[config.mk]
export PLATFORM = sky130hd
export DESIGN_NAME = dma_csr_bank
export DESIGN_NICKNAME = d
export VERILOG_FILES = /design/src/rtl/dma_csr_pkg.sv /design/src/rtl/dma_csr_decode.sv /design/src/rtl/dma_csr_cfg.sv /design/src/rtl/dma_csr_status.sv /design/src/rtl/dma_csr_bank.sv
export SDC_FILE = /design/constraint.sdc
export NUM_CORES = 1
export LEC_CHECK = 0
export ABC_AREA = 1
export BUFFER_PORTS_ARGS = -buffer_cell sky130_fd_sc_hd__buf_4
export CAP_MARGIN = 10
export CELL_PAD_IN_SITES_DETAIL_PLACEMENT = 0
export CELL_PAD_IN_SITES_GLOBAL_PLACEMENT = 1
export CORE_ASPECT_RATIO = 0.9
export CORE_MARGIN = 3
export CORE_UTILIZATION = 43
export DETAILED_ROUTE_END_ITERATION = 10
export PLACE_DENSITY = 0.93
export SLEW_MARGIN = 30
export SYNTH_ARGS = -nofsm -noshare
export SYNTH_HDL_FRONTEND = slang
export SYNTH_SLANG_ARGS = --single-unit
[constraint.sdc]
create_clock -name clk -period 10.03 [get_ports clk]
set_input_delay 2.006 -clock clk [delete_from_list [all_inputs] [get_ports clk]]
set_output_delay 2.006 -clock clk [all_outputs]
set_load 0.02 [all_outputs]
[src/rtl/dma_csr_pkg.sv]
package dma_csr_pkg;
  localparam int STAT_W      = 17;
  localparam int OFF_BUSMODE = 'h00;
  localparam int OFF_RXBASE  = 'h03;
  localparam int OFF_TXBASE  = 'h04;
  localparam int OFF_STATUS  = 'h05;
  localparam int OFF_CTRL    = 'h06;
  localparam int OFF_IEN     = 'h07;
  localparam int OFF_TXCUR   = 'h12;
  localparam int OFF_RXCUR   = 'h13;
  localparam int ID_INDEX    = 'h08;
  localparam logic [31:0] ID_VALUE = 32'h0000_1012;

  // summary bit positions and the event groups feeding them
  localparam int BIT_NORM_SUM = 16;
  localparam int BIT_ABN_SUM  = 15;
  localparam logic [STAT_W-1:0] NORM_GRP = 17'h0_4045;
  localparam logic [STAT_W-1:0] ABN_GRP  = 17'h0_27BA;

  typedef enum logic [3:0] {
    SEL_NONE,
    SEL_BUSMODE,
    SEL_RXBASE,
    SEL_TXBASE,
    SEL_STATUS,
    SEL_CTRL,
    SEL_IEN,
    SEL_RXCUR,
    SEL_TXCUR,
    SEL_ID
  } reg_sel_e;
endpackage

[src/rtl/dma_csr_decode.sv]
module dma_csr_decode
  import dma_csr_pkg::*;
#(
  parameter int ADDR_W   = 10,
  parameter int DMA_BASE = 'h3C0
) (
  input  logic [ADDR_W-1:0] addr,
  output reg_sel_e          sel
);
  localparam logic [ADDR_W-1:0] A_BUSM = ADDR_W'(DMA_BASE + OFF_BUSMODE);
  localparam logic [ADDR_W-1:0] A_RXB  = ADDR_W'(DMA_BASE + OFF_RXBASE);
  localparam logic [ADDR_W-1:0] A_TXB  = ADDR_W'(DMA_BASE + OFF_TXBASE);
  localparam logic [ADDR_W-1:0] A_STAT = ADDR_W'(DMA_BASE + OFF_STATUS);
  localparam logic [ADDR_W-1:0] A_CTRL = ADDR_W'(DMA_BASE + OFF_CTRL);
  localparam logic [ADDR_W-1:0] A_IEN  = ADDR_W'(DMA_BASE + OFF_IEN);
  localparam logic [ADDR_W-1:0] A_RXC  = ADDR_W'(DMA_BASE + OFF_RXCUR);
  localparam logic [ADDR_W-1:0] A_TXC  = ADDR_W'(DMA_BASE + OFF_TXCUR);
  localparam logic [ADDR_W-1:0] A_ID   = ADDR_W'(ID_INDEX);

  always_comb begin
    sel = SEL_NONE;
    case (addr)
      A_BUSM:  sel = SEL_BUSMODE;
      A_RXB:   sel = SEL_RXBASE;
      A_TXB:   sel = SEL_TXBASE;
      A_STAT:  sel = SEL_STATUS;
      A_CTRL:  sel = SEL_CTRL;
      A_IEN:   sel = SEL_IEN;
      A_RXC:   sel = SEL_RXCUR;
      A_TXC:   sel = SEL_TXCUR;
      A_ID:    sel = SEL_ID;
      default: sel = SEL_NONE;
    endcase
  end
endmodule

[src/rtl/dma_csr_cfg.sv]
module dma_csr_cfg
  import dma_csr_pkg::*;
#(
  parameter int DW = 32
) (
  input  logic          clk,
  input  logic          rst_n,
  input  logic          wr,
  input  reg_sel_e      sel,
  input  logic [DW-1:0] wdata,
  output logic [DW-1:0] bus_mode,
  output logic [DW-1:0] ctrl,
  output logic [DW-1:0] ien,
  output logic [DW-1:0] rx_base,
  output logic [DW-1:0] tx_base,
  output logic [DW-1:0] rx_cur,
  output logic [DW-1:0] tx_cur,
  output logic          soft_rst
);
  localparam int NRING = 2;  // ring 0 = receive, ring 1 = transmit
  localparam logic [DW-1:0] SRST_MASK = DW'(1);

  logic [DW-1:0] base_q [NRING];
  logic [DW-1:0] cur_q  [NRING];

  always_ff @(posedge clk) begin
    if (!rst_n) begin
      bus_mode <= '0;
      ctrl     <= '0;
      ien      <= '0;
      soft_rst <= 1'b0;
    end else begin
      soft_rst <= wr && (sel == SEL_BUSMODE) && wdata[0];
      if (wr && sel == SEL_BUSMODE) bus_mode <= wdata & ~SRST_MASK;
      if (wr && sel == SEL_CTRL)    ctrl     <= wdata;
      if (wr && sel == SEL_IEN)     ien      <= wdata;
    end
  end

  for (genvar g = 0; g < NRING; g++) begin : g_ring
    localparam reg_sel_e BSEL = (g == 0) ? SEL_RXBASE : SEL_TXBASE;
    localparam reg_sel_e CSEL = (g == 0) ? SEL_RXCUR  : SEL_TXCUR;
    always_ff @(posedge clk) begin
      if (!rst_n) begin
        base_q[g] <= '0;
        cur_q[g]  <= '0;
      end else if (wr && sel == BSEL) begin
        base_q[g] <= wdata;
        cur_q[g]  <= wdata;
      end else if (wr && sel == CSEL) begin
        cur_q[g]  <= wdata;
      end
    end
  end

  assign rx_base = base_q[0];
  assign tx_base = base_q[1];
  assign rx_cur  = cur_q[0];
  assign tx_cur  = cur_q[1];
endmodule

[src/rtl/dma_csr_status.sv]
module dma_csr_status
  import dma_csr_pkg::*;
(
  input  logic              clk,
  input  logic              rst_n,
  input  logic              clr_en,
  input  logic [STAT_W-1:0] clr_bits,
  input  logic [STAT_W-1:0] evt,
  output logic [STAT_W-1:0] stat
);
  logic [STAT_W-1:0] set_bits;
  logic [STAT_W-1:0] keep_bits;

  always_comb begin
    set_bits = evt;
    if (|(evt & NORM_GRP)) set_bits[BIT_NORM_SUM] = 1'b1;
    if (|(evt & ABN_GRP))  set_bits[BIT_ABN_SUM]  = 1'b1;
    keep_bits = clr_en ? (stat & ~clr_bits) : stat;
  end

  // an event in the same cycle as a clear overrides it
  always_ff @(posedge clk) begin
    if (!rst_n) stat <= '0;
    else        stat <= keep_bits | set_bits;
  end
endmodule

[src/rtl/dma_csr_bank.sv]
module dma_csr_bank
  import dma_csr_pkg::*;
#(
  parameter int ADDR_W   = 10,
  parameter int DW       = 32,
  parameter int DMA_BASE = 'h3C0
) (
  input  logic              clk,
  input  logic              rst_n,
  input  logic              csr_en,
  input  logic              csr_we,
  input  logic [ADDR_W-1:0] csr_addr,
  input  logic [DW-1:0]     csr_wdata,
  output logic [DW-1:0]     csr_rdata,
  input  logic [DW-1:0]     evt_in,
  output logic              irq_o,
  output logic              soft_rst_o,
  output logic [DW-1:0]     bus_mode_o,
  output logic [DW-1:0]     ctrl_o,
  output logic [DW-1:0]     rx_cur_o,
  output logic [DW-1:0]     tx_cur_o
);
  reg_sel_e          sel;
  logic              wr;
  logic [DW-1:0]     ien_w, rxb_w, txb_w;
  logic [STAT_W-1:0] stat_w;
  logic [DW-1:0]     stat_ext;
  logic              unused_evt_hi;

  assign wr            = csr_en && csr_we;
  assign unused_evt_hi = ^evt_in[DW-1:STAT_W];
  assign stat_ext      = {{(DW-STAT_W){1'b0}}, stat_w};

  dma_csr_decode #(.ADDR_W(ADDR_W), .DMA_BASE(DMA_BASE)) u_dec (
    .addr (csr_addr),
    .sel  (sel)
  );

  dma_csr_cfg #(.DW(DW)) u_cfg (
    .clk      (clk),
    .rst_n    (rst_n),
    .wr       (wr),
    .sel      (sel),
    .wdata    (csr_wdata),
    .bus_mode (bus_mode_o),
    .ctrl     (ctrl_o),
    .ien      (ien_w),
    .rx_base  (rxb_w),
    .tx_base  (txb_w),
    .rx_cur   (rx_cur_o),
    .tx_cur   (tx_cur_o),
    .soft_rst (soft_rst_o)
  );

  dma_csr_status u_stat (
    .clk      (clk),
    .rst_n    (rst_n),
    .clr_en   (wr && sel == SEL_STATUS),
    .clr_bits (csr_wdata[STAT_W-1:0]),
    .evt      (evt_in[STAT_W-1:0]),
    .stat     (stat_w)
  );

  assign irq_o = |(stat_ext & ien_w);

  always_comb begin
    case (sel)
      SEL_BUSMODE: csr_rdata = bus_mode_o;
      SEL_RXBASE:  csr_rdata = rxb_w;
      SEL_TXBASE:  csr_rdata = txb_w;
      SEL_STATUS:  csr_rdata = stat_ext;
      SEL_CTRL:    csr_rdata = ctrl_o;
      SEL_IEN:     csr_rdata = ien_w;
      SEL_RXCUR:   csr_rdata = rx_cur_o;
      SEL_TXCUR:   csr_rdata = tx_cur_o;
      SEL_ID:      csr_rdata = DW'(ID_VALUE);
      default:     csr_rdata = '0;
    endcase
  end
endmodule

==> flow_summary.rst <==
.. list-table::
   :header-rows: 1

   * - Metric
     - Value
   * - Count of yosys warnings during synthesis
     - 0
   * - Slew margin rel.
     - 37.52%
   * - RSZ-0062 raised after global routing
     - no
   * - Total GRT Usage
     - 25.40%
   * - Routed met1 length
     - 14710 µm
   * - Kind of launch point of the worst setup path
     - input port
   * - Number of flops mapped to enable cells by yosys
     - 128
   * - Arrival time of data at the critical path endpoint
     - 4.55 ns
   * - Residual DRC count
     - 0
   * - Result of the run
     - finished clean
   * - Number of buffer cells added on primary ports
     - 223
   * - Routed wire per std cell
     - 20.48 µm
   * - Avg Synthesized Cell Area
     - 8.822 µm²
   * - Yosys top cell by area
     - sky130_fd_sc_hd__edfxtp_1
   * - Endpoint required time on the critical path
     - 8.02 ns
   * - First-pass GRT wire length
     - 52180 µm
   * - Util after Layout
     - 55.72%
   * - Maximum number of pins on one net before global-route repair
     - 70
   * - Leading cell types in the layout, fill and taps excluded
     - sky130_fd_sc_hd__buf_4, sky130_fd_sc_hd__nand2_1, sky130_fd_sc_hd__nor2_1
   * - Delay of the slowest cell on the worst path
     - 0.75 ns
   * - Achievable frequency
     - 152.4 MHz
   * - Per-cell via count in the routed design
     - 5.607
   * - Die Height
     - 154.4 µm
   * - Ports placed on the boundary
     - 240
   * - Count of cell types in the netlist
     - 37
   * - Hold-fix buffer count after cts
     - 0
   * - Fin Clk Skew
     - 0 ns
   * - Final wirelength
     - 34890 µm
   * - Buffer depth of the longest clock path
     - 3
   * - N_diodes
     - 0
   * - Number of global-route vias before repair
     - 8967
   * - Clock transition at the registers of the reported paths
     - 0.06 ns
   * - Max-capacitance violation count
     - 0
   * - Power density normalized to cell area
     - 159.3 mW/mm²
   * - Aggregate global routing overflow
     - 0
   * - Share of synthesized registers carrying an async set or reset
     - 0%
   * - Initial Util
     - 44.33%
   * - Gate count of the mapped netlist
     - 1193
   * - Skew-Pair Late Insertion Delay
     - 0.52 ns
   * - TritonRoute pass-1 iters
     - 5
   * - Clock tree from TritonCTS
     - done
   * - Number of failing hold endpoints at the final stage
     - 0
   * - H-Tree Level Count
     - 1
   * - Clock sink count
     - 241
   * - Synthesized flop and latch total
     - 241
   * - Mapped Nets
     - 1271
   * - Ratio of final minimum period to clock period
     - 65.41%
   * - Number of standard-cell rows in the floorplan
     - 53
   * - Starting DRC count in detailed routing
     - 974
   * - Root cell of the clock tree
     - sky130_fd_sc_hd__clkbuf_16
   * - Final count of pins violating max slew
     - 0
   * - Portion of synthesized cell area occupied by the leading cell type
     - 36.52%
   * - Actual slew at the worst max-slew pin
     - 0.9361 ns
   * - Initial antenna violation count
     - 0
   * - Die area
     - 0.02639 mm²
   * - Crit Path Class
     - in -> out
   * - Count of antenna-violating nets left after detailed routing
     - 0
   * - Setup-violating endpoint count in the final report
     - 0
   * - Hold Path Class
     - reg -> reg
   * - Top routing layer used
     - met4
   * - Postcts setup bufs
     - 0
   * - Final-layout fill cell count
     - 2192
   * - Via Count
     - 9554
   * - Most common cell on crit path
     - sky130_fd_sc_hd__nand2_1
   * - Clock buffers created by TritonCTS
     - 25
   * - Most used flip-flop cell after synthesis
     - sky130_fd_sc_hd__edfxtp_1
   * - Biggest fanout along the worst timing path
     - 22
   * - Final period demand of the worst path
     - 6.560 ns
   * - Resize count post-CTS
     - 0
   * - Cell leakage power
     - 5.839 nW
   * - Endpoint kind of the worst setup timing path
     - output pin
   * - Detailed placer's ending HPWL
     - 22510 µm
   * - Critical-path top delay cell
     - sky130_fd_sc_hd__and3_1
   * - Area growth, synth to finish
     - 25.69%
   * - Share of the yosys chip area belonging to registers
     - 58.01%
   * - Amount of wire on met3 after detailed routing
     - 2943 µm
   * - Met2 layer wire length in the routed design
     - 16350 µm
   * - Core area
     - 0.02374 mm²
   * - Setup TNS
     - 0 ns
   * - Final Net Count
     - 1463
   * - VDD IR max
     - 0.1053 mV
   * - Ranking of synthesized cells by area
     - sky130_fd_sc_hd__edfxtp_1, sky130_fd_sc_hd__dfxtp_1, sky130_fd_sc_hd__nand2_1
   * - Post-synth design cell area
     - 0.01053 mm²
   * - Crit path cell chain
     - buf_4, nand2_1, nor2_2, nand3_1, nand2_1, and3_1, nand2_1, nand4_1, buf_4
   * - Commonest non-fill, non-tap cell in the layout
     - sky130_fd_sc_hd__buf_4
   * - Die width
     - 170.9 µm
   * - Layout cells sized above 1
     - 21.68%
   * - Global placer's final weighted congestion
     - 0.8478
Yosys cell counts (2+ instances only):
cell and number:
sky130_fd_sc_hd__nor2_4 3, sky130_fd_sc_hd__o21ai_0 93, sky130_fd_sc_hd__a21oi_1 103, sky130_fd_sc_hd__a221oi_1 13
sky130_fd_sc_hd__a211oi_1 12, sky130_fd_sc_hd__o21ai_1 5, sky130_fd_sc_hd__a21boi_0 2, sky130_fd_sc_hd__nand2_2 2
sky130_fd_sc_hd__nor4_1 4, sky130_fd_sc_hd__nand3_4 2, sky130_fd_sc_hd__a22oi_1 11, sky130_fd_sc_hd__nand3_1 33
sky130_fd_sc_hd__nor2_2 2, sky130_fd_sc_hd__buf_4 2, sky130_fd_sc_hd__nand3_2 4, sky130_fd_sc_hd__nand4_1 46
sky130_fd_sc_hd__edfxtp_1 128, sky130_fd_sc_hd__clkbuf_1 44, sky130_fd_sc_hd__nor2_1 173, sky130_fd_sc_hd__buf_1 3
sky130_fd_sc_hd__inv_1 121, sky130_fd_sc_hd__nand2_1 216, sky130_fd_sc_hd__a22o_1 17, sky130_fd_sc_hd__dfxtp_1 113
sky130_fd_sc_hd__nor3_1 2, sky130_fd_sc_hd__inv_2 7, sky130_fd_sc_hd__buf_2 20, sky130_fd_sc_hd__o2111ai_1 3
stage by stage:
| stage | worst slack (ns) | cells | total power, mW | hold slack (ns) | instance area [µm²] |
|---|---|---|---|---|---|
| floorplan | 3.842 | 1193 | 1.166 | 0.5025 | 10530 |
| global placement | 3.583 | 1659 | 1.233 | 0.5197 | 12420 |
| detailed placement | 3.537 | 1660 | 1.236 | 0.5282 | 12450 |
| CTS | 3.524 | 1704 | 2.113 | 0.5475 | 13220 |
| global route | 3.315 | 1704 | 2.163 | 0.5722 | 13230 |
| finish | 3.470 | 1704 | 2.107 | 0.5434 | 13230 |
state kept, by name, indices dropped and copies added, names as in the netlist:
| register | flops |
|---|---|
| u_stat.stat | 17 |
| u_cfg.soft_rst | 1 |
| u_cfg.cur_q | 64 |
| u_cfg.ctrl | 32 |
| u_cfg.bus_mode | 31 |
| u_cfg.base_q | 64 |
| u_cfg.ien | 32 |
routing by layer:
metal | GRT usage [%] | vias up
met4 | 7.395 | 0
met2 | 41.09 | 467
met5 | 0 | -
li1 | - | 4420
met1 | 35.65 | 4598
met3 | 3.731 | 69
logic make-up after synthesis:
group | synth area share [%]
DFF | 58.01
AOI/OAI and AO/OA | 14.09
buffers and inverters | 7.489
and+or+nand+nor | 20.38
other | 0.03563
final timing paths:
| kind | slack, ns | from | endpoint | cells after the start |
|---|---|---|---|---|
| max | 3.47 | csr_addr[8] | csr_rdata[2] | 9 |
| min reg2reg | 0.54 | u_cfg.ien[25] | u_cfg.ien[25] | 2 |
| max reg2reg | 9.07 | u_stat.stat[5] | u_stat.stat[5] | 6 |
| min | 0.54 | u_cfg.ien[25] | u_cfg.ien[25] | 2 |
power by group:
group / total (mW) / leakage [nW] / internal, mW / switching (mW)
Combinational: 0.128 / 3.32 / 0.0441 / 0.0837
Sequential: 1.09 / 2.13 / 1.07 / 0.0190
Clock: 0.892 / 0.388 / 0.513 / 0.379
Total: 2.11 / 5.84 / 1.62 / 0.482
layout make-up:
type | instances | area, µm² | share of cell area (%)
sequential | 241 | 6106 | 46.16
multi-input combinational | 753 | 3697 | 27.95
timing repair buffer | 236 | 1792 | 13.54
clock buffer | 35 | 703.2 | 5.315
inverter | 128 | 480.5 | 3.632
tap | 302 | 377.9 | 2.856
clock inverter | 9 | 72.57 | 0.5486
critical path, delay by kind of cell:
| family | cells | cell delay (ns) |
|---|---|---|
| AND/OR/NAND/NOR | 7 | 2.29 |
| buffers and inverters | 2 | 0.24 |
Note: power is estimated with default switching activity, not from simulation.
